<file path="src/rtl/smcw_pkg.sv">
`timescale 1ns/1ps
package smcw_pkg;
  localparam int SET_W = 6;
  localparam int PUL_W = 6;
  localparam int CYC_W = 7;
  localparam int CNT_W = CYC_W + 1;

  typedef struct packed {
    logic [SET_W-1:0] we_setup;
    logic [PUL_W-1:0] we_pulse;
    logic [SET_W-1:0] cs_setup;
    logic [PUL_W-1:0] cs_pulse;
    logic [CYC_W-1:0] cycle;
    logic             oe_by_we;
    logic             byte_strobes;
  } wr_timing_t;

  localparam wr_timing_t CFG_RESET = '{
    we_setup: '0, we_pulse: PUL_W'(1), cs_setup: '0, cs_pulse: PUL_W'(1),
    cycle: CYC_W'(1), oe_by_we: 1'b1, byte_strobes: 1'b0};

  // longest of programmed cycle and either strobe's setup+pulse, at least one
  function automatic logic [CNT_W-1:0] cycle_len(wr_timing_t c);
    logic [CNT_W-1:0] we_end, cs_end, len;
    we_end = CNT_W'(c.we_setup) + CNT_W'(c.we_pulse);
    cs_end = CNT_W'(c.cs_setup) + CNT_W'(c.cs_pulse);
    len    = CNT_W'(c.cycle);
    if (we_end > len) len = we_end;
    if (cs_end > len) len = cs_end;
    if (len == '0) len = CNT_W'(1);
    return len;
  endfunction
endpackage

</file>
<file path="src/rtl/smcw_cfg_regs.sv">
`timescale 1ns/1ps
module smcw_cfg_regs
  import smcw_pkg::*;
#(
  parameter int NUM_CS = 4,
  localparam int IDX_W = (NUM_CS > 1) ? $clog2(NUM_CS) : 1
) (
  input  logic             clk,
  input  logic             rst_n,
  input  logic             wr_en,
  input  logic [IDX_W-1:0] wr_idx,
  input  wr_timing_t       wr_set,
  input  logic [IDX_W-1:0] rd_idx,
  output wr_timing_t       rd_set
);
  wr_timing_t bank [NUM_CS];

  for (genvar g = 0; g < NUM_CS; g++) begin : g_slot
    always_ff @(posedge clk or negedge rst_n) begin
      if (!rst_n)                                bank[g] <= CFG_RESET;
      else if (wr_en && wr_idx == IDX_W'(g))     bank[g] <= wr_set;
    end
  end

  assign rd_set = bank[rd_idx];
endmodule

</file>
<file path="src/rtl/smcw_phase_decode.sv">
`timescale 1ns/1ps
module smcw_phase_decode
  import smcw_pkg::*;
#(
  parameter int NB = 2
) (
  input  logic             active,
  input  logic [CNT_W-1:0] idx,
  input  wr_timing_t       set,
  input  logic [NB-1:0]    mask,
  output logic             cs_on,
  output logic             nwe,
  output logic [NB-1:0]    nbyte,
  output logic             oe
);
  logic [CNT_W-1:0] cs_lo, cs_hi, we_lo, we_hi, oe_lo;
  logic             we_on;

  always_comb begin
    cs_lo = CNT_W'(set.cs_setup);
    cs_hi = cs_lo + CNT_W'(set.cs_pulse);
    we_lo = CNT_W'(set.we_setup);
    we_hi = we_lo + CNT_W'(set.we_pulse);
    oe_lo = set.oe_by_we ? we_lo : cs_lo;

    cs_on = active && (idx >= cs_lo) && (idx < cs_hi);
    we_on = active && (idx >= we_lo) && (idx < we_hi);
    oe    = active && (idx >= oe_lo);

    if (set.byte_strobes) begin
      nwe   = 1'b1;
      nbyte = ~({NB{we_on}} & mask);
    end else begin
      nwe   = ~we_on;
      nbyte = active ? ~mask : '1;
    end
  end
endmodule

</file>
<file path="src/rtl/smcw_write_seq.sv">
`timescale 1ns/1ps
module smcw_write_seq
  import smcw_pkg::*;
#(
  parameter int NUM_CS = 4,
  parameter int ADDR_W = 24,
  parameter int DATA_W = 16,
  localparam int IDX_W = (NUM_CS > 1) ? $clog2(NUM_CS) : 1,
  localparam int NB    = DATA_W / 8
) (
  input  logic              clk,
  input  logic              rst_n,
  input  logic              cfg_we,
  input  logic [IDX_W-1:0]  cfg_sel,
  input  logic [SET_W-1:0]  cfg_we_setup,
  input  logic [PUL_W-1:0]  cfg_we_pulse,
  input  logic [SET_W-1:0]  cfg_cs_setup,
  input  logic [PUL_W-1:0]  cfg_cs_pulse,
  input  logic [CYC_W-1:0]  cfg_cycle,
  input  logic              cfg_oe_by_we,
  input  logic              cfg_byte_strobes,
  input  logic              req_valid,
  output logic              req_ready,
  input  logic [IDX_W-1:0]  req_cs,
  input  logic [ADDR_W-1:0] req_addr,
  input  logic [DATA_W-1:0] req_data,
  input  logic [NB-1:0]     req_mask,
  output logic [ADDR_W-1:0] bus_addr,
  output logic [DATA_W-1:0] bus_data,
  output logic              bus_oe,
  output logic [NUM_CS-1:0] bus_ncs,
  output logic              bus_nwe,
  output logic [NB-1:0]     bus_nbyte
);
  wr_timing_t cfg_wset, cfg_rd;

  assign cfg_wset = '{we_setup: cfg_we_setup, we_pulse: cfg_we_pulse,
                      cs_setup: cfg_cs_setup, cs_pulse: cfg_cs_pulse,
                      cycle: cfg_cycle, oe_by_we: cfg_oe_by_we,
                      byte_strobes: cfg_byte_strobes};

  smcw_cfg_regs #(.NUM_CS(NUM_CS)) u_regs (
    .clk(clk), .rst_n(rst_n), .wr_en(cfg_we), .wr_idx(cfg_sel),
    .wr_set(cfg_wset), .rd_idx(req_cs), .rd_set(cfg_rd));

  // cycle state
  logic             active_q, active_n;
  logic [CNT_W-1:0] t_q, t_n, len_q, len_n;
  wr_timing_t       set_q, set_n;
  logic [IDX_W-1:0] cs_q, cs_n;
  logic [NB-1:0]    mask_q, mask_n;
  logic             last, hs;

  assign last      = active_q && (t_q == len_q - CNT_W'(1));
  assign req_ready = !active_q || last;
  assign hs        = req_valid && req_ready;

  always_comb begin
    active_n = active_q;
    t_n      = t_q;
    len_n    = len_q;
    set_n    = set_q;
    cs_n     = cs_q;
    mask_n   = mask_q;
    if (hs) begin
      active_n = 1'b1;
      t_n      = '0;
      set_n    = cfg_rd;
      len_n    = cycle_len(cfg_rd);
      cs_n     = req_cs;
      mask_n   = req_mask;
    end else if (last) begin
      active_n = 1'b0;
    end else if (active_q) begin
      t_n = t_q + CNT_W'(1);
    end
  end

  always_ff @(posedge clk or negedge rst_n) begin
    if (!rst_n) begin
      active_q <= 1'b0;
      t_q      <= '0;
      len_q    <= CNT_W'(1);
      set_q    <= CFG_RESET;
      cs_q     <= '0;
      mask_q   <= '0;
      bus_addr <= '0;
      bus_data <= '0;
    end else begin
      active_q <= active_n;
      t_q      <= t_n;
      len_q    <= len_n;
      set_q    <= set_n;
      cs_q     <= cs_n;
      mask_q   <= mask_n;
      if (hs) begin
        bus_addr <= req_addr;
        bus_data <= req_data;
      end
    end
  end

  // pins are registered from the decode of the next state
  logic          cs_on_n, nwe_n, oe_n;
  logic [NB-1:0] nbyte_n;

  smcw_phase_decode #(.NB(NB)) u_dec (
    .active(active_n), .idx(t_n), .set(set_n), .mask(mask_n),
    .cs_on(cs_on_n), .nwe(nwe_n), .nbyte(nbyte_n), .oe(oe_n));

  always_ff @(posedge clk or negedge rst_n) begin
    if (!rst_n) begin
      bus_oe    <= 1'b0;
      bus_nwe   <= 1'b1;
      bus_nbyte <= '1;
    end else begin
      bus_oe    <= oe_n;
      bus_nwe   <= nwe_n;
      bus_nbyte <= nbyte_n;
    end
  end

  for (genvar g = 0; g < NUM_CS; g++) begin : g_ncs
    always_ff @(posedge clk or negedge rst_n) begin
      if (!rst_n) bus_ncs[g] <= 1'b1;
      else        bus_ncs[g] <= ~(cs_on_n && cs_n == IDX_W'(g));
    end
  end
endmodule

</file>
<file path="config.mk">
export PLATFORM = sky130hd
export DESIGN_NAME = smcw_write_seq
export DESIGN_NICKNAME = d
export VERILOG_FILES = /design/src/rtl/smcw_pkg.sv /design/src/rtl/smcw_cfg_regs.sv /design/src/rtl/smcw_phase_decode.sv /design/src/rtl/smcw_write_seq.sv
export SDC_FILE = /design/constraint.sdc
export NUM_CORES = 1
export LEC_CHECK = 0
export BUFFER_PORTS_ARGS = -buffer_cell sky130_fd_sc_hd__buf_2
export CORE_MARGIN = 2
export CORE_UTILIZATION = 55
export CTS_BUF_LIST = sky130_fd_sc_hd__clkbuf_2
export CTS_CLUSTER_DIAMETER = 150
export DETAILED_ROUTE_END_ITERATION = 7
export PLACE_DENSITY_LB_ADDON = 0.2
export REMOVE_ABC_BUFFERS = 1
export SETUP_SLACK_MARGIN = 0.3
export SLEW_MARGIN = 20
export SYNTH_ARGS = -nofsm -noshare
export SYNTH_HDL_FRONTEND = slang
export SYNTH_SLANG_ARGS = --single-unit
</file>
<file path="constraint.sdc">
create_clock -name clk -period 5.25 [get_ports clk]
set_input_delay 0.525 -clock clk [delete_from_list [all_inputs] [get_ports clk]]
set_output_delay 0.525 -clock clk [all_outputs]
set_load 0.1 [all_outputs]
</file>
# Word level (Yosys, flattened, before mapping)
# Index checks and enable logic that the tools add are counted.
[op_classes]
muxes = 20
reduce_logical = 20
add_sub_neg = 6
order_cmp = 8
n_bitwise = 9
n_eq_ne = 7
[op_table]
columns = ["operator", "n"]
rows = [
  ["$mux W33", 3],
  ["$bmux W33 S2", 1],
  ["$mux W8", 7],
  ["$add A6 B6 Y7", 4],
  ["$ge A8 B6 Y1", 2],
  ["$lt A8 B8 Y1", 2],
  ["$logic_and A1 B1 Y1", 15],
  ["$add A8 B1 Y8 const B", 1],
  ["$eq A2 B2 Y1 const B", 4],
  ["$eq A8 B8 Y1", 1],
  ["$ge A8 B8 Y1", 1],
  ["$gt A7 B8 Y1", 1],
  ["$logic_not A8 Y1", 1],
  ["$mux W2", 4],
  ["$sub A8 B1 Y8 const B", 1],
  ["$gt A7 B7 Y1", 1],
  ["$mux W7", 1],
  ["$mux W6", 1],
  ["$not A1 Y1", 5],
  ["$eq A2 B1 Y1 const B", 2],
  ["$logic_not A2 Y1", 2],
  ["$not A2 Y2", 2],
  ["$ge A3 B3 Y1 const B", 1],
  ["$mux W1", 3],
  ["other kinds (4)", 4],
]
[word_totals]
reg_bits = 234

# Logic depth before layout (Yosys ltp)
# Gate-level depths: netlist of run 1.
[depth]
depth_word = 13
ltp_mapped = 26
mapped_depth_nobuf = 24

# By module
# A second synthesis of run 1 with hierarchy kept.
[hier_totals]
cells_unflattened = 876
hier_area_um2 = 12141.6
[by_module_without_submodules]
columns = ["mod", "cells_each", "area_per_inst_um2", "seq_area_each_um2", "instances"]
rows = [
  ["smcw_cfg_regs", 321, 5766.8, 3323.2, 1],
  ["smcw_write_seq", 414, 5162.5, 2542.4, 1],
  ["smcw_phase_decode", 141, 1212.4, 0.0, 1],
]

# Least setup slack after synthesis of run 1
# OpenSTA, ideal clock, no wires.
[synth_path]
kind = "input to register"
from = "input req_cs[0]"
to = "register len_q[0]"
t_arrival_ns = 6.106
setup_ns = 0.086
cell_stages = 24
path_slack_ns = -0.942
n_path_buf = 4
cell_sequence = "buf_2 > buf_1 > buf_2 > mux4_2 > fa_1 > a21oi_1 > nor2_1 > nor2_1 > xnor2_1 > ha_1 > a21o_1 > a21oi_1 > nor2b_1 > o31ai_2 > mux2i_1 > ha_1 > nor2b_1 > o21a_1 > o211ai_1 > a31o_2 > clkbuf_1 > o311ai_0 > nand3_1 > a31oi_1"
[synth_via]
elab_chain_len = 13
[synth_rtl]
columns = ["item", "line", "source"]
rows = [
  ["from (decl)", "smcw_write_seq.sv:24", "input logic [IDX_W-1:0] req_cs,"],
  ["$not A2 Y3 (not written as such) *", "smcw_cfg_regs.sv:25", "assign rd_set = bank[rd_idx];"],
  ["$bmux W33 S2 *", "smcw_cfg_regs.sv:25", ""],
  ["$mux W33 (not written as such) * (2 in series)", "smcw_cfg_regs.sv:25", ""],
  ["$add A6 B6 Y7", "smcw_pkg.sv:25", "we_end = CNT_W'(c.we_setup) + CNT_W'(c.we_pulse);"],
  ["$gt A7 B7 Y1", "smcw_pkg.sv:28", "if (we_end > len) len = we_end;"],
  ["$mux W7", "smcw_pkg.sv:28", ""],
  ["$mux W8", "smcw_write_seq.sv:65", "if (hs) begin"],
  ["$gt A7 B8 Y1", "smcw_pkg.sv:29", "if (cs_end > len) len = cs_end;"],
  ["$mux W8 *", "smcw_pkg.sv:29", ""],
  ["$mux W8 *", "smcw_write_seq.sv:65", ""],
  ["$logic_not A8 Y1", "smcw_pkg.sv:30", "if (len == '0) len = CNT_W'(1);"],
  ["$mux W8 *", "smcw_pkg.sv:30", ""],
  ["to (signal assigned)", "smcw_write_seq.sv:92", "len_q <= len_n;"],
  ["to (decl)", "smcw_write_seq.sv:48", "logic [CNT_W-1:0] t_q, t_n, len_q, len_n;"],
]
# Mark *: on every way between the ends. The rest lies on a longest branch, timed or not. The select of a mux whose other input is x is not followed.
# A chain may end at the register's enable or synchronous reset.

==> results.ini, run 1 <==
[clock_tree]
cts_tree = done
clkLatencyLatePin_ns = 0.82
cts_buffers = 57
cts_max_level = 2
clk_path_buf_depth = 3
clk_pin_slew_ns = 0.10
cts_root_buf = clkbuf_2
cts.sinks = 226

[power]
p_per_area_nw_per_um2 = 638
finalPower_mw = 9.30
worst_ir_drop_vdd_uv = 341
p_leak_nw = 7.06

[routing]
viasPerCell = 5.36
first_pass_iters = 5
drc = 0
wl_per_cell_um = 17.5
vias = 8548
drt_iter0_drc = 317
wl_um = 27900
ant_nets = 0

[critical_path]
crit_required_ns = 5.97
worstRegToRegCells = 23
path_class = flip-flop to flip-flop
worstReg2RegEnd = bus_nbyte[1]$_DFF_PN1_
r2r-start = len_q[0]$_DFFE_PN1N_
r2r_slack_ns = 0.25
cp_max_fo = 4
crit_arrival_ns = 5.73
start_kind = flip-flop
crit_path_end_kind = flip-flop

[timing]
finalSetupViolCount = 0
tightest_slew_ns = 1.04
slew_violations = 0
fin_ws_ns = 0.246
rsz0062_at_grt = true
slew_headroom = 0.306
fmax_mhz = 200
finalHoldViolations = 0
fin_tns_setup_ns = 0
hold_ws_ns = 0.173
fin_crit_sh = 0.953
min_period_ns = 5.00
skew_ns = 0.0562

[final_layout]
postLayoutCoreUtil = 0.698
instances_no_fill = 1594
drive_above_1_share = 0.411
n_fill_cell = 1504
final_cell_area_sq_um = 14600
fin_nets = 1429
syn2layout_area_growth_pct = 25.2

[logic_synthesis]
synth-seq-area-share = 0.489
async_reset_ff_frac = 1.00
syn_area_sq_um = 11600
ys_seq_elements = 226
synth_edf_count = 0
avgSynthCellArea_sq_um = 11.9
synthFlopType = dfrtp_1
yosysWarningCount = 0
synth_cell_types = 59
syn_inst = 977

[grt]
grt_use_total = 0.252
gr-total-overflow = 0
grt_start_max_net_pins = 143
antenna_found_initial = 1
grt_pass1_wl_um = 44400
first_global_vias = 9005

[die]
io_pins = 132
num_rows = 53
coreArea_sq_um = 20900
die_w_um = 149
start_util = 0.557
die-area_sq_um = 22300
die_h_um = 149

[worst_hold_path]
hp-class = primary input to flip-flop
worstHoldStart = req_valid
hold_depth = 3
whs_endpoint = active_q$_DFF_PN0_

[placement]
port_buffers = 131
dp_hpwl_um = 18100
dpl.cell_count = 1394
placed_cell_area_sq_um = 12900
pre_cts_ws_ns = -0.220
place.gp.congestion = 0.896

[outcome]
status = finished, final reports clean

[run]
max_cap_viol_count = 0

-- area by class of cell --
cell class	count	area, sq um	area share
clock buffers	90	450	0.0309
flip-flops and latches	226	5690	0.390
inverters	43	164	0.0112
multi-input cells	670	5850	0.402
repair buffers	274	2000	0.137
clock inverters	15	62.6	0.00429
diodes	1	2.50	0.000172
well taps	275	344	0.0236
-- worst max-delay path: stages (launching register included) --
cell and delay, ns:
dfstp_2 0.55, inv_2 0.05, ha_4 0.25, xor2_1 0.14, o211ai_1 0.14, nor4b_4 0.30, a41oi_4 0.18, nor2_4 0.22
buf_6 0.15, buf_4 0.13, mux2i_4 0.24, inv_2 0.08, ha_4 0.26, inv_2 0.04, buf_4 0.14, xnor2_2 0.18
ha_1 0.26, a211o_1 0.33, or4b_4 0.57, a21oi_2 0.13, mux2i_1 0.11, a211oi_2 0.23, a31oi_1 0.12, nand2b_1 0.16
-- cell usage in the layout (no fill, tap or decap), types with 9 or more instances in the layout --
cell,instances
a21o_1,14
a21oi_1,23
buf_2,130
buf_4,58
clkbuf_2,90
clkinv_1,10
dfrtp_1,199
dfstp_2,27
dlygate4sd3_1,76
ha_1,64
inv_1,36
mux2_2,135
mux2i_1,12
mux4_2,33
nand2_1,189
nand2b_1,9
nand3_1,13
nor2_1,18
nor2b_1,9
o21ai_0,16
o21ai_1,12
xnor2_1,16
xor2_1,12
-- cell usage after synthesis, drive strengths merged, types with 9 or more instances --
cell	number	share of area
dfrtp	199	0.43
nand2	192	0.062
mux2	137	0.13
ha	70	0.075
inv	43	0.014
mux4	33	0.064
a21oi	29	0.012
o21ai	28	0.012
dfstp	27	0.061
mux2i	22	0.021
buf	21	0.010
nor2	21	0.0072
xnor2	18	0.014
clkbuf	17	0.0055
a21o	14	0.0090
nand3	14	0.0060
xor2	12	0.0090
nor2b	10	0.0054
nand2b	9	0.0048
-- report_power, final --
| part | switching [mW] | total [mW] | internal, mW |
|---|---|---|---|
| Sequential | 0.292 | 2.56 | 2.27 |
| Combinational | 3.40 | 5.59 | 2.18 |
| Clock | 0.696 | 1.15 | 0.453 |
| Total | 4.39 | 9.30 | 4.90 |
-- metal layers --
layer / share of wire / GRT usage / vias to the layer above
met1: 0.44 / 0.327 / 4171
met4: 0.028 / 0.100 / 0
li1: - / - / 4071
met5: 0 / 0 / -
met2: 0.48 / 0.422 / 255
met3: 0.049 / 0.0457 / 51
-- cells by family after synthesis --
logic type	synth area share
xor+xnor	0.0226
simple gates	0.100
flops	0.489
fa+ha+maj	0.0821
mux	0.217
compound gates	0.0600
buf+inv	0.0296
-- worst max-delay path by stage --
stage	cells past startpoint	end	startpoint	slack, ns
global route	24	bus_nbyte[1]$_DFF_PN1_	len_q[0]$_DFFE_PN1N_	-0.006
global placement	23	bus_nbyte[1]$_DFF_PN1_	len_q[0]$_DFFE_PN1N_	-0.008
CTS	21	len_q[0]$_DFFE_PN1N_	u_regs.bank[21]$_DFFE_PN1P_	0.30
floorplan	23	bus_nbyte[0]$_DFF_PN1_	len_q[0]$_DFFE_PN1N_	-1.50
finish	23	bus_nbyte[1]$_DFF_PN1_	len_q[0]$_DFFE_PN1N_	0.25
detailed placement	23	len_q[0]$_DFFE_PN1N_	req_cs[0]	-0.22
-- sequential cells by signal, summed over array words and instances (netlist names) --
name	cells
u_regs.bank	132
set_q	26
bus_addr	24
bus_data	16
t_q	8
len_q	7
bus_ncs	4
bus_nbyte	2
cs_q	2
mask_q	2
active_q	1
bus_nwe	1
bus_oe	1
-- repair_timing --
item | in CTS | in global routing
gates cloned | 0 | 1
pin swaps | 12 | 5
buffers inserted | 11 | 6
hold buffers | 76 | 0
endpoints found under the setup margin | 9 | 14
endpoints found under the hold margin | 250 | 0
gates resized for setup | 14 | 44
Power figures use the tool's default switching activity.
==> run 2, diff against run 1 <==
BUFFER_PORTS_ARGS = -buffer_cell sky130_fd_sc_hd__buf_4   (was -buffer_cell sky130_fd_sc_hd__buf_2)
==> results.ini, run 2 (same netlist as run 1, synthesis figures left out) <==
[power]
p_leak_nw = 7.24
worst_ir_drop_vdd_uv = 276
finalPower_mw = 9.41
p_per_area_nw_per_um2 = 628

[timing]
fin_crit_sh = 0.937
fin_tns_setup_ns = 0
min_period_ns = 4.92
fin_ws_ns = 0.332
skew_ns = 0.0765
finalHoldViolations = 0
slew_headroom = 0.293
fmax_mhz = 203
slew_violations = 0
tightest_slew_ns = 1.06
finalSetupViolCount = 0
rsz0062_at_grt = true

[routing]
wl_per_cell_um = 16.9
vias = 8605
first_pass_iters = 4
ant_nets = 0
viasPerCell = 5.35
wl_um = 27200
drc = 0
drt_iter0_drc = 353

[final_layout]
postLayoutCoreUtil = 0.717
largest_register_ffs = 132
regMostFlops = u_regs.bank
n_fill_cell = 1476
instances_no_fill = 1607
final_common_cell = buf_4
seqCellArea_sq_um = 5690
syn2layout_area_growth_pct = 28.6
multi_input_area_sq_um = 5870
reg.largest.list = u_regs.bank x132, set_q x26, bus_addr x24
layout_common_cells = 201 x buf_4, 199 x dfrtp_1, 189 x nand2_1
fin_nets = 1442
drive_above_1_share = 0.421

[grt]
antenna_found_initial = 1
grt_busiest_layer = met2
use_met1 = 0.324
grt_pass1_wl_um = 44000
grt_use_met2 = 0.417
gr-total-overflow = 0
grt_use_total = 0.248
first_global_vias = 8957
gr-usage-met3 = 0.0482
grt_start_max_net_pins = 83

[critical_path]
crit_path_end_kind = flip-flop
start_kind = flip-flop
cp-startpoint = u_regs.bank[27]$_DFFE_PN0P_
crit_required_ns = 5.97
r2r-start = u_regs.bank[27]$_DFFE_PN0P_
path_class = flip-flop to flip-flop
crit_arrival_ns = 5.64
cp_max_fo = 5

[clock_tree]
clk_pin_slew_ns = 0.11
cts_root_buf = clkbuf_2
cts.sinks = 226
cts_max_level = 2
clkLatencyLatePin_ns = 0.83
clk_path_buf_depth = 3
cts_buffers = 58
cts_tree = done

[outcome]
status = finished, final reports clean

[die]
num_rows = 53
die_w_um = 149
start_util = 0.557
coreArea_sq_um = 20900
die_h_um = 149
die-area_sq_um = 22300
io_pins = 132

[placement]
dp_hpwl_um = 18300
dpl.cell_count = 1406
port_buffers = 131
place.gp.congestion = 0.887
pre_cts_ws_ns = -0.152

[worst_hold_path]
hp-class = primary input to async pin

[run]
max_cap_viol_count = 0

run 2: cell types whose count changed in the layout (fill, tap and decap cells not counted), sizes merged:
cell,change
dlygate4sd3,+1
buf,+12
clkinv,-4
clkbuf,+4
run 2: metrics by stage:
step                      hold WS [ns]  cell area [sq um]
after global routing             0.251              15000
after detailed placement         0.463              13300
final                            0.243              15000
after global placement           0.460              13300
after floorplan                  0.229              11500
after CTS                        0.213              14700
run 2: worst paths after layout:
kind	slack, ns	cells past startpoint	endpoint
max in group asynchronous	3.79	3	bus_addr[12]$_DFFE_PN0N_
worst min register to register	0.48	2	bus_addr[6]$_DFFE_PN0N_
worst max-delay path	0.33	21	len_q[5]$_DFFE_PN0N_
min in group clk	0.34	4	set_q[23]$_DFF_PN0_
worst min-delay path	0.24	2	cs_q[1]$_DFF_PN0_
worst max register to register	0.33	21	len_q[5]$_DFFE_PN0N_
run 2: critical path: stages (launching register included):
cell and delay, ns:
dfrtp_1 0.39, mux4_2 0.52, ha_4 0.19, fa_2 0.35, a21oi_2 0.12, nor2_1 0.06, nor2_2 0.19, xnor2_2 0.15
ha_1 0.27, a21o_1 0.17, a21oi_2 0.15, nor2b_2 0.07, o31ai_2 0.31, mux2i_1 0.30, ha_1 0.28, nor2b_1 0.13
o21a_1 0.16, o211ai_1 0.18, a31o_2 0.26, buf_4 0.13, mux2_1 0.32, o21ai_2 0.11
run 2: repair_timing:
| item | in CTS | in global routing |
|---|---|---|
| setup buffers | 7 | 10 |
| hold buffers | 77 | 0 |
| resized for setup | 9 | 45 |
| endpoints found under the hold margin | 252 | 0 |
| endpoints found under the setup margin | 4 | 14 |
| pin swaps | 11 | 12 |
run 2: where the power goes:
| group | switching [mW] | total, mW | internal, mW | leakage [nW] |
|---|---|---|---|---|
| registers | 0.291 | 2.56 | 2.27 | 2.71 |
| clock network | 0.700 | 1.17 | 0.470 | 0.417 |
| logic | 3.36 | 5.68 | 2.32 | 4.11 |
run 2: final cells by class:
class                   instances  share of cell area
multi-input cells             670               0.392
flip-flops and latches        226               0.380
repair buffers                286               0.159
clock buffers                  95              0.0318
well taps                     275              0.0230
inverters                      43              0.0109
clock inverters                11             0.00292
diodes                          1            0.000167
run 2: routing by layer:
| metal | up-vias | share of wire |
|---|---|---|
| met5 | - | 0 |
| met4 | 0 | 0.026 |
| met3 | 56 | 0.059 |
| met2 | 250 | 0.48 |
| met1 | 4213 | 0.44 |
| li1 | 4086 | - |
